`src/rtl/i2cs_pkg.sv`:
```
package i2cs_pkg;
  localparam int DATA_W = 8;
  localparam int ADDR_W = 7;
  localparam logic [ADDR_W-1:0] ADDR_AT_RESET = 7'h55;

  typedef enum logic [3:0] {
    ST_IDLE,
    ST_ADDR,
    ST_ADDR_ACK,
    ST_WR_DATA,
    ST_WR_ACK,
    ST_RD_WAIT,
    ST_RD_SETUP,
    ST_RD_DATA,
    ST_RD_ACK
  } state_e;
endpackage

```
`src/rtl/i2cs_line_sync.sv`:
```
module i2cs_line_sync #(
  parameter int STAGES = 2
) (
  input  logic clk,
  input  logic rst_n,
  input  logic scl_in,
  input  logic sda_in,
  output logic sda_s,
  output logic scl_rise,
  output logic scl_fall,
  output logic start_det,
  output logic stop_det
);
  // bit 1 = SCL, bit 0 = SDA; idle bus reads high
  logic [1:0] chain [STAGES];
  logic [1:0] prev_q;
  logic       scl_s;

  genvar g;
  generate
    for (g = 0; g < STAGES; g++) begin : g_stage
      if (g == 0) begin : g_first
        always_ff @(posedge clk or negedge rst_n) begin
          if (!rst_n) chain[0] <= 2'b11;
          else        chain[0] <= {scl_in, sda_in};
        end
      end else begin : g_next
        always_ff @(posedge clk or negedge rst_n) begin
          if (!rst_n) chain[g] <= 2'b11;
          else        chain[g] <= chain[g-1];
        end
      end
    end
  endgenerate

  always_ff @(posedge clk or negedge rst_n) begin
    if (!rst_n) prev_q <= 2'b11;
    else        prev_q <= chain[STAGES-1];
  end

  assign scl_s     = chain[STAGES-1][1];
  assign sda_s     = chain[STAGES-1][0];
  assign scl_rise  = scl_s & ~prev_q[1];
  assign scl_fall  = ~scl_s & prev_q[1];
  assign start_det = scl_s & prev_q[1] & ~sda_s & prev_q[0];
  assign stop_det  = scl_s & prev_q[1] & sda_s & ~prev_q[0];
endmodule

```
`src/rtl/i2cs_fifo.sv`:
```
module i2cs_fifo #(
  parameter int WIDTH = 8,
  parameter int DEPTH = 16
) (
  input  logic             clk,
  input  logic             rst_n,
  input  logic             push,
  input  logic [WIDTH-1:0] din,
  input  logic             pop,
  output logic [WIDTH-1:0] dout,
  output logic             empty,
  output logic             full
);
  localparam int AW = (DEPTH > 1) ? $clog2(DEPTH) : 1;
  localparam int CW = $clog2(DEPTH + 1);
  localparam logic [AW-1:0] LAST = AW'(DEPTH - 1);

  logic [WIDTH-1:0] mem [DEPTH];
  logic [AW-1:0]    wp_q, wp_d, rp_q, rp_d;
  logic [CW-1:0]    cnt_q, cnt_d;
  logic             do_push, do_pop;

  assign do_push = push & ~full;
  assign do_pop  = pop & ~empty;

  always_comb begin
    wp_d  = wp_q;
    rp_d  = rp_q;
    cnt_d = cnt_q;
    if (do_push) wp_d = (wp_q == LAST) ? '0 : wp_q + AW'(1);
    if (do_pop)  rp_d = (rp_q == LAST) ? '0 : rp_q + AW'(1);
    if (do_push && !do_pop)      cnt_d = cnt_q + CW'(1);
    else if (do_pop && !do_push) cnt_d = cnt_q - CW'(1);
  end

  always_ff @(posedge clk or negedge rst_n) begin
    if (!rst_n) begin
      wp_q  <= '0;
      rp_q  <= '0;
      cnt_q <= '0;
    end else begin
      wp_q  <= wp_d;
      rp_q  <= rp_d;
      cnt_q <= cnt_d;
    end
  end

  always_ff @(posedge clk) begin
    if (do_push) mem[wp_q] <= din;
  end

  assign dout  = mem[rp_q];
  assign empty = (cnt_q == '0);
  assign full  = (cnt_q == CW'(DEPTH));
endmodule

```
`src/rtl/i2cs_engine.sv`:
```
module i2cs_engine
  import i2cs_pkg::*;
(
  input  logic              clk,
  input  logic              rst_n,
  input  logic              enable,
  input  logic [ADDR_W-1:0] own_addr,
  input  logic              sda_s,
  input  logic              scl_rise,
  input  logic              scl_fall,
  input  logic              start_det,
  input  logic              stop_det,
  input  logic [DATA_W-1:0] tx_dout,
  input  logic              tx_empty,
  output logic              tx_pop,
  output logic [DATA_W-1:0] rx_din,
  input  logic              rx_full,
  output logic              rx_push,
  output logic              scl_low,
  output logic              sda_low,
  output logic              rd_req,
  output logic              rx_ovf
);
  localparam int CNT_W = $clog2(DATA_W);
  localparam logic [CNT_W-1:0] LAST_BIT = CNT_W'(DATA_W - 1);

  state_e            state_q, state_d;
  logic [CNT_W-1:0]  bit_q, bit_d;
  logic [DATA_W-1:0] shin_q, shin_d;
  logic [DATA_W-1:0] shout_q, shout_d;
  logic              done_q, done_d;
  logic              rw_q, rw_d;
  logic              mack_q, mack_d;
  logic              sda_q, sda_d;
  logic              scl_q, scl_d;
  logic              ovf_q, ovf_d;
  logic              want_byte;

  always_comb begin
    state_d   = state_q;
    bit_d     = bit_q;
    shin_d    = shin_q;
    shout_d   = shout_q;
    done_d    = done_q;
    rw_d      = rw_q;
    mack_d    = mack_q;
    sda_d     = sda_q;
    scl_d     = scl_q;
    ovf_d     = ovf_q;
    rx_push   = 1'b0;
    tx_pop    = 1'b0;
    want_byte = 1'b0;

    if (!enable) begin
      state_d = ST_IDLE;
      sda_d   = 1'b0;
      scl_d   = 1'b0;
      done_d  = 1'b0;
      ovf_d   = 1'b0;
    end else if (start_det) begin
      state_d = ST_ADDR;
      bit_d   = '0;
      done_d  = 1'b0;
      sda_d   = 1'b0;
      scl_d   = 1'b0;
    end else if (stop_det) begin
      state_d = ST_IDLE;
      done_d  = 1'b0;
      sda_d   = 1'b0;
      scl_d   = 1'b0;
    end else begin
      unique case (state_q)
        ST_ADDR, ST_WR_DATA: begin
          if (scl_rise) begin
            shin_d = {shin_q[DATA_W-2:0], sda_s};
            bit_d  = bit_q + CNT_W'(1);
            if (bit_q == LAST_BIT) done_d = 1'b1;
          end else if (scl_fall && done_q) begin
            done_d = 1'b0;
            bit_d  = '0;
            if (state_q == ST_ADDR) begin
              if (shin_q[DATA_W-1:1] == own_addr) begin
                sda_d   = 1'b1;
                rw_d    = shin_q[0];
                state_d = ST_ADDR_ACK;
              end else begin
                state_d = ST_IDLE;
              end
            end else if (!rx_full) begin
              rx_push = 1'b1;
              sda_d   = 1'b1;
              state_d = ST_WR_ACK;
            end else begin
              ovf_d   = 1'b1;
              state_d = ST_IDLE;
            end
          end
        end
        ST_ADDR_ACK: begin
          if (scl_fall) begin
            sda_d = 1'b0;
            if (rw_q) want_byte = 1'b1;
            else      state_d   = ST_WR_DATA;
          end
        end
        ST_WR_ACK: begin
          if (scl_fall) begin
            sda_d   = 1'b0;
            state_d = ST_WR_DATA;
          end
        end
        ST_RD_WAIT: begin
          if (!tx_empty) begin
            tx_pop  = 1'b1;
            shout_d = tx_dout;
            sda_d   = ~tx_dout[DATA_W-1];
            bit_d   = '0;
            state_d = ST_RD_SETUP;
          end
        end
        ST_RD_SETUP: begin
          scl_d   = 1'b0;
          state_d = ST_RD_DATA;
        end
        ST_RD_DATA: begin
          if (scl_fall) begin
            bit_d = bit_q + CNT_W'(1);
            if (bit_q == LAST_BIT) begin
              sda_d   = 1'b0;
              state_d = ST_RD_ACK;
            end else begin
              shout_d = {shout_q[DATA_W-2:0], 1'b0};
              sda_d   = ~shout_q[DATA_W-2];
            end
          end
        end
        ST_RD_ACK: begin
          if (scl_rise) begin
            mack_d = ~sda_s;
          end else if (scl_fall) begin
            if (mack_q) want_byte = 1'b1;
            else        state_d   = ST_IDLE;
          end
        end
        default: ;
      endcase

      if (want_byte) begin
        if (!tx_empty) begin
          tx_pop  = 1'b1;
          shout_d = tx_dout;
          sda_d   = ~tx_dout[DATA_W-1];
          bit_d   = '0;
          state_d = ST_RD_DATA;
        end else begin
          scl_d   = 1'b1;
          state_d = ST_RD_WAIT;
        end
      end
    end
  end

  always_ff @(posedge clk or negedge rst_n) begin
    if (!rst_n) begin
      state_q <= ST_IDLE;
      bit_q   <= '0;
      shin_q  <= '0;
      shout_q <= '0;
      done_q  <= 1'b0;
      rw_q    <= 1'b0;
      mack_q  <= 1'b0;
      sda_q   <= 1'b0;
      scl_q   <= 1'b0;
      ovf_q   <= 1'b0;
    end else begin
      state_q <= state_d;
      bit_q   <= bit_d;
      shin_q  <= shin_d;
      shout_q <= shout_d;
      done_q  <= done_d;
      rw_q    <= rw_d;
      mack_q  <= mack_d;
      sda_q   <= sda_d;
      scl_q   <= scl_d;
      ovf_q   <= ovf_d;
    end
  end

  assign rx_din  = shin_q;
  assign scl_low = scl_q;
  assign sda_low = sda_q;
  assign rd_req  = (state_q == ST_RD_WAIT);
  assign rx_ovf  = ovf_q;
endmodule

```
`src/rtl/i2c_stretch_slave.sv`:
```
module i2c_stretch_slave
  import i2cs_pkg::*;
#(
  parameter int QUEUE_DEPTH = 16,
  parameter int SYNC_STAGES = 2
) (
  input  logic              clk,
  input  logic              rst_n,
  input  logic              enable,
  input  logic              addr_load,
  input  logic [ADDR_W-1:0] addr_value,
  output logic [ADDR_W-1:0] slave_addr,
  input  logic              scl_i,
  input  logic              sda_i,
  output logic              scl_low,
  output logic              sda_low,
  input  logic [DATA_W-1:0] tx_data,
  input  logic              tx_push,
  output logic              tx_full,
  output logic [DATA_W-1:0] rx_data,
  input  logic              rx_pop,
  output logic              rx_empty,
  output logic              rx_full,
  output logic              rd_req,
  output logic              rx_ovf
);
  logic [1:0]        rst_sync_q;
  logic              rst_n_int;
  logic [ADDR_W-1:0] addr_q, addr_d;
  logic              sda_s, scl_rise, scl_fall, start_det, stop_det;
  logic [DATA_W-1:0] tx_dout, rx_din;
  logic              tx_empty, tx_pop, rx_push;

  // asynchronous assert, synchronous release
  always_ff @(posedge clk or negedge rst_n) begin
    if (!rst_n) rst_sync_q <= 2'b00;
    else        rst_sync_q <= {rst_sync_q[0], 1'b1};
  end
  assign rst_n_int = rst_sync_q[1];

  always_comb begin
    addr_d = addr_q;
    if (addr_load && !enable) addr_d = addr_value;
  end

  always_ff @(posedge clk or negedge rst_n_int) begin
    if (!rst_n_int) addr_q <= ADDR_AT_RESET;
    else            addr_q <= addr_d;
  end
  assign slave_addr = addr_q;

  i2cs_line_sync #(.STAGES(SYNC_STAGES)) u_sync (
    .clk       (clk),
    .rst_n     (rst_n_int),
    .scl_in    (scl_i),
    .sda_in    (sda_i),
    .sda_s     (sda_s),
    .scl_rise  (scl_rise),
    .scl_fall  (scl_fall),
    .start_det (start_det),
    .stop_det  (stop_det)
  );

  i2cs_fifo #(.WIDTH(DATA_W), .DEPTH(QUEUE_DEPTH)) u_txq (
    .clk   (clk),
    .rst_n (rst_n_int),
    .push  (tx_push),
    .din   (tx_data),
    .pop   (tx_pop),
    .dout  (tx_dout),
    .empty (tx_empty),
    .full  (tx_full)
  );

  i2cs_fifo #(.WIDTH(DATA_W), .DEPTH(QUEUE_DEPTH)) u_rxq (
    .clk   (clk),
    .rst_n (rst_n_int),
    .push  (rx_push),
    .din   (rx_din),
    .pop   (rx_pop),
    .dout  (rx_data),
    .empty (rx_empty),
    .full  (rx_full)
  );

  i2cs_engine u_eng (
    .clk       (clk),
    .rst_n     (rst_n_int),
    .enable    (enable),
    .own_addr  (addr_q),
    .sda_s     (sda_s),
    .scl_rise  (scl_rise),
    .scl_fall  (scl_fall),
    .start_det (start_det),
    .stop_det  (stop_det),
    .tx_dout   (tx_dout),
    .tx_empty  (tx_empty),
    .tx_pop    (tx_pop),
    .rx_din    (rx_din),
    .rx_full   (rx_full),
    .rx_push   (rx_push),
    .scl_low   (scl_low),
    .sda_low   (sda_low),
    .rd_req    (rd_req),
    .rx_ovf    (rx_ovf)
  );
endmodule

```
`config.mk`:
```
export PLATFORM = sky130hd
export DESIGN_NAME = i2c_stretch_slave
export DESIGN_NICKNAME = d
export VERILOG_FILES = /design/src/rtl/i2cs_pkg.sv /design/src/rtl/i2cs_line_sync.sv /design/src/rtl/i2cs_fifo.sv /design/src/rtl/i2cs_engine.sv /design/src/rtl/i2c_stretch_slave.sv
export SDC_FILE = /design/constraint.sdc
export NUM_CORES = 1
export LEC_CHECK = 0
export ABC_AREA = 1
export ABC_CLOCK_PERIOD_IN_PS = 3700
export BUFFER_PORTS_ARGS = -buffer_cell sky130_fd_sc_hd__buf_4
export CORE_MARGIN = 5
export CORE_UTILIZATION = 35
export CTS_BUF_LIST = sky130_fd_sc_hd__clkbuf_4 sky130_fd_sc_hd__clkbuf_8 sky130_fd_sc_hd__clkbuf_16
export DETAILED_ROUTE_END_ITERATION = 10
export SLEW_MARGIN = 15
export SYNTH_ARGS = -nofsm -noshare
export SYNTH_HDL_FRONTEND = slang
export SYNTH_SLANG_ARGS = --single-unit
export TNS_END_PERCENT = 10
```
`constraint.sdc`:
```
create_clock -name clk -period 3.7 [get_ports clk]
set_clock_uncertainty 0.05 [all_clocks]
set_input_delay 0.185 -clock clk [delete_from_list [all_inputs] [get_ports clk]]
set_output_delay 0.185 -clock clk [all_outputs]
set_load 0.05 [all_outputs]
```
==> impl_metrics.sql <==
INSERT INTO impl_metrics (metric_group, metric, value, unit) VALUES
('sta', 'setup_repair_after_global_routing_missed_its_margin', 'false', ''),
('setup_path', 'crit_required', '4.10', 'ns'),
('placement', 'gpl.final_weighted_congestion', '0.822', ''),
('route', 'drt-pass1-iter-count', '5', ''),
('layout', 'layout_common_cells', 'sky130_fd_sc_hd__edfxtp_1 (256), sky130_fd_sc_hd__nand2_1 (224), sky130_fd_sc_hd__nor2_1 (193), sky130_fd_sc_hd__inv_1 (71), sky130_fd_sc_hd__o21ai_0 (71)', ''),
('power_and_ir_drop', 'power.density_cell_area', '791', 'nW/um^2'),
('sta', 'timing.final.ws_setup', '0.700', 'ns'),
('power_and_ir_drop', 'combinational_share_of_power', '32.4', '%'),
('layout', 'post-route-util', '41.2', '%'),
('synth', 'syn_area_per_cell', '11.3', 'sq um'),
('sta', 'final-setup-viol-count', '0', ''),
('route', 'first_iter_violations', '619', ''),
('power_and_ir_drop', 'p_leak', '6.33', 'nW'),
('floorplanning', 'fp.dieArea', '44700', 'sq um'),
('layout', 'area.growth.synth_to_final', '15.9', '%'),
('sta', 'fmax', '333', 'MHz'),
('synth', 'ys_seq_area_share', '66.4', '%'),
('synth', 'number_of_synthesized_flops_with_an_enable_pin', '256', ''),
('sta', 'worst_slew_margin_rel', '39.1', '%'),
('sta', 'layout_min_cycle_time', '3.00', 'ns'),
('layout', 'cell_area_after_layout', '16500', 'sq um'),
('sta', 'number_of_max_slew_violations_in_the_final_report', '0', ''),
('layout', 'share_of_layout_cells_above_drive_strength_1', '13.6', '%'),
('setup_path', 'worst-endpoint-arrival', '3.41', 'ns'),
('layout', 'leading_cell_type_in_the_layout_fill_and_taps_excluded', 'sky130_fd_sc_hd__edfxtp_1', ''),
('route', 'viasPerCell', '4.96', ''),
('clock_network', 'cts.repair_timing.setup_buffer_count', '0', ''),
('synth', 'synth.top_cells.by_area', 'sky130_fd_sc_hd__edfxtp_1 (54%), sky130_fd_sc_hd__dfrtp_1 (10%), sky130_fd_sc_hd__nand2_1 (5.9%)', ''),
('setup_path', 'end_kind', 'register', ''),
('clock_network', 'cts.sinks', '325', ''),
('route', 'drc', '0', ''),
('sta', 'final_hold_viol_count', '0', ''),
('floorplanning', 'die-width', '211', 'um'),
('floorplanning', 'dieHeight', '211', 'um'),
('synth', 'proportion_of_synthesized_flip_flops_having_asynchronous_set_or_reset', '21.2', '%'),
('placement', 'numPlacedInstances', '1786', ''),
('sta', 'fin_worst_hold_slack', '0.0272', 'ns'),
('synth', 'post_synth_num_cell_types', '58', ''),
('route', 'avgRoutedWirePerCell', '17.2', 'um'),
('global_route', 'grt_antenna_before_repair', '0', ''),
('clock_network', 'cts_tree', 'done', ''),
('setup_path', 'ff2ff_setup_slack', '0.70', 'ns'),
('power_and_ir_drop', 'power.total', '13.0', 'mW'),
('setup_path', 'setup.worst_path.class', 'register to register', ''),
('synth', 'synthesis.yosys.warnings', '0', ''),
('placement', 'post-place-ws', '0.687', 'ns'),
('hold_path', 'worst_hold_path_type', 'input pin to register', ''),
('power_and_ir_drop', 'worst_ir_drop_vdd', '0.441', 'mV'),
('layout', 'number_of_filler_instances_in_the_final_layout', '3756', ''),
('global_route', 'leftover_overflow_at_the_end_of_global_routing', '0', ''),
('synth', 'area_fraction_of_the_dominant_cell_type_after_synthesis', '54.1', '%'),
('floorplanning', 'number_of_cell_rows', '73', ''),
('run_status', 'status', 'finished, final reports clean', ''),
('global_route', 'maximum_number_of_pins_on_one_net_before_global_route_repair', '73', ''),
('clock_network', 'cts_root_buf', 'sky130_fd_sc_hd__clkbuf_16', ''),
('synth', 'synth-seq-cells', '325', ''),
('setup_path', 'critical_path.max_fanout', '9', ''),
('clock_network', 'number_of_buffers_on_the_longest_clock_path', '3', ''),
('sta', 'crit_share_post_route', '81.1', '%'),
('power_and_ir_drop', 'p_sw', '4.96', 'mW'),
('sta', 'timing.setup.tns', '0', 'ns'),
('global_route', 'grt_pass1_vias', '9166', ''),
('synth', 'post_synth_instance_area', '14200', 'sq um'),
('setup_path', 'critical_path.startpoint_type', 'register', ''),
('synth', 'synth_top_area_cell', 'sky130_fd_sc_hd__edfxtp_1', ''),
('clock_network', 'cts_buffers', '37', ''),
('sta', 'tightestPinTransition', '0.913', 'ns'),
('clock_network', 'cts.clk_slew.worst_paths', '0.06', 'ns'),
('layout', 'finish.net_count', '1366', ''),
('synth', 'post_synth_inst_count', '1254', ''),
('route', 'routed_wirelength', '32200', 'um');
==> worst paths after layout <==
kind / from / to / depth (start not counted)
worst max-delay path: u_eng.state_q[0]$_DFFE_PN0P_ / u_rxq.cnt_q[4]$_DFFE_PN0P_ / 13
worst min-delay path: rx_pop / u_rxq.rp_q[1]$_DFFE_PN0P_ / 4
max in group asynchronous: rst_sync_q[1]$_DFF_PN0_ / u_txq.rp_q[0]$_DFFE_PN0P_ / 0
worst min register to register: u_sync.chain[3]$_DFF_PN1_ / u_sync.chain[1]$_DFF_PN1_ / 0
min in group asynchronous: rst_sync_q[1]$_DFF_PN0_ / u_eng.bit_q[2]$_DFFE_PN0P_ / 0
worst max register to register: u_eng.state_q[0]$_DFFE_PN0P_ / u_rxq.cnt_q[4]$_DFFE_PN0P_ / 13
==> logic make-up after synthesis <==
group	count (synthesis)	share of synthesized area, %
other	1	0.0264
flip-flops	325	66.4
adder cells (fa/ha/maj)	23	2.13
multiplexers	21	1.55
AND/OR/NAND/NOR	519	15.7
buffers and inverters	133	4.04
AO/OA/AOI/OAI	217	9.23
XOR/XNOR	15	0.925
==> power groups by stage <==
| stage | logic, mW | registers [mW] | clock network, mW |
|---|---|---|---|
| 6_report | 4.22 | 5.12 | 3.69 |
| 5_1_grt | 4.72 | 5.19 | 3.93 |
| 4_1_cts | 4.26 | 5.12 | 3.76 |
| 3_5_place_dp | 4.22 | 5.19 | 0 |
| 3_3_place_gp | 4.16 | 5.17 | 0 |
| 2_1_floorplan | 3.17 | 4.94 | 0 |
==> routing by layer <==
metal  GRT usage [%]  wire length [um]
met5               0                 0
met4            4.04               831
met3            2.61              1350
met2            23.3             15400
met1            19.7             14600
==> cell type report <==
type                            instances  area [sq um]  area share, %
Sequential cell                       325          9430           57.3
Clock inverter                         20           206           1.25
Timing Repair Buffer                   72           591           3.59
Clock buffer                           47          1030           6.27
Multi-Input combinational cell        796          4210           25.5
Tap cell                              525           657           3.99
Inverter                               88           339           2.06
==> state kept, by name, summed over array words and instances, names as in the netlist, 5 cells and up <==
signal         count
u_eng.shout_q      7
u_txq.mem        128
u_rxq.cnt_q        5
u_rxq.mem        128
slave_addr         7
u_txq.cnt_q        5
u_eng.rx_din       8
==> synth_stat cells (6+ instances only) <==
master	number
sky130_fd_sc_hd__edfxtp_1	256
sky130_fd_sc_hd__nand2_1	224
sky130_fd_sc_hd__nor2_1	193
sky130_fd_sc_hd__inv_1	71
sky130_fd_sc_hd__o21ai_0	71
sky130_fd_sc_hd__nand3_1	62
sky130_fd_sc_hd__dfrtp_1	59
sky130_fd_sc_hd__a21oi_1	44
sky130_fd_sc_hd__o21ai_1	31
sky130_fd_sc_hd__ha_1	21
sky130_fd_sc_hd__o32ai_1	20
sky130_fd_sc_hd__buf_2	17
sky130_fd_sc_hd__clkbuf_1	17
sky130_fd_sc_hd__o221ai_1	14
sky130_fd_sc_hd__inv_2	13
sky130_fd_sc_hd__mux2i_1	13
sky130_fd_sc_hd__dfstp_2	10
sky130_fd_sc_hd__o211ai_1	9
sky130_fd_sc_hd__xor2_1	9
sky130_fd_sc_hd__mux2_2	8
sky130_fd_sc_hd__nor2_4	7
sky130_fd_sc_hd__a31oi_1	6
sky130_fd_sc_hd__nand2_2	6
sky130_fd_sc_hd__xnor2_1	6
==> what timing repair did <==
action                                  in CTS  in global routing
endpoints found under the setup margin       0                  0
hold buffers                                20                  0
hold endpoints to repair                   140                  0
gates resized for setup                      0                  0
==> critical path: stages (launching register included) <==
cell                       delay [ns]
sky130_fd_sc_hd__dfrtp_1         0.58
sky130_fd_sc_hd__inv_1           0.13
sky130_fd_sc_hd__nor2_1          0.36
sky130_fd_sc_hd__nand4_2         0.23
sky130_fd_sc_hd__inv_4           0.16
sky130_fd_sc_hd__ha_1            0.24
sky130_fd_sc_hd__inv_1           0.12
sky130_fd_sc_hd__ha_1            0.35
sky130_fd_sc_hd__nand2_1         0.08
sky130_fd_sc_hd__nor2_1          0.04
sky130_fd_sc_hd__a211oi_1        0.23
sky130_fd_sc_hd__nor2_1          0.07
sky130_fd_sc_hd__nor2_1          0.15
sky130_fd_sc_hd__xor2_1          0.16
Note: power is estimated with default switching activity, not from simulation.
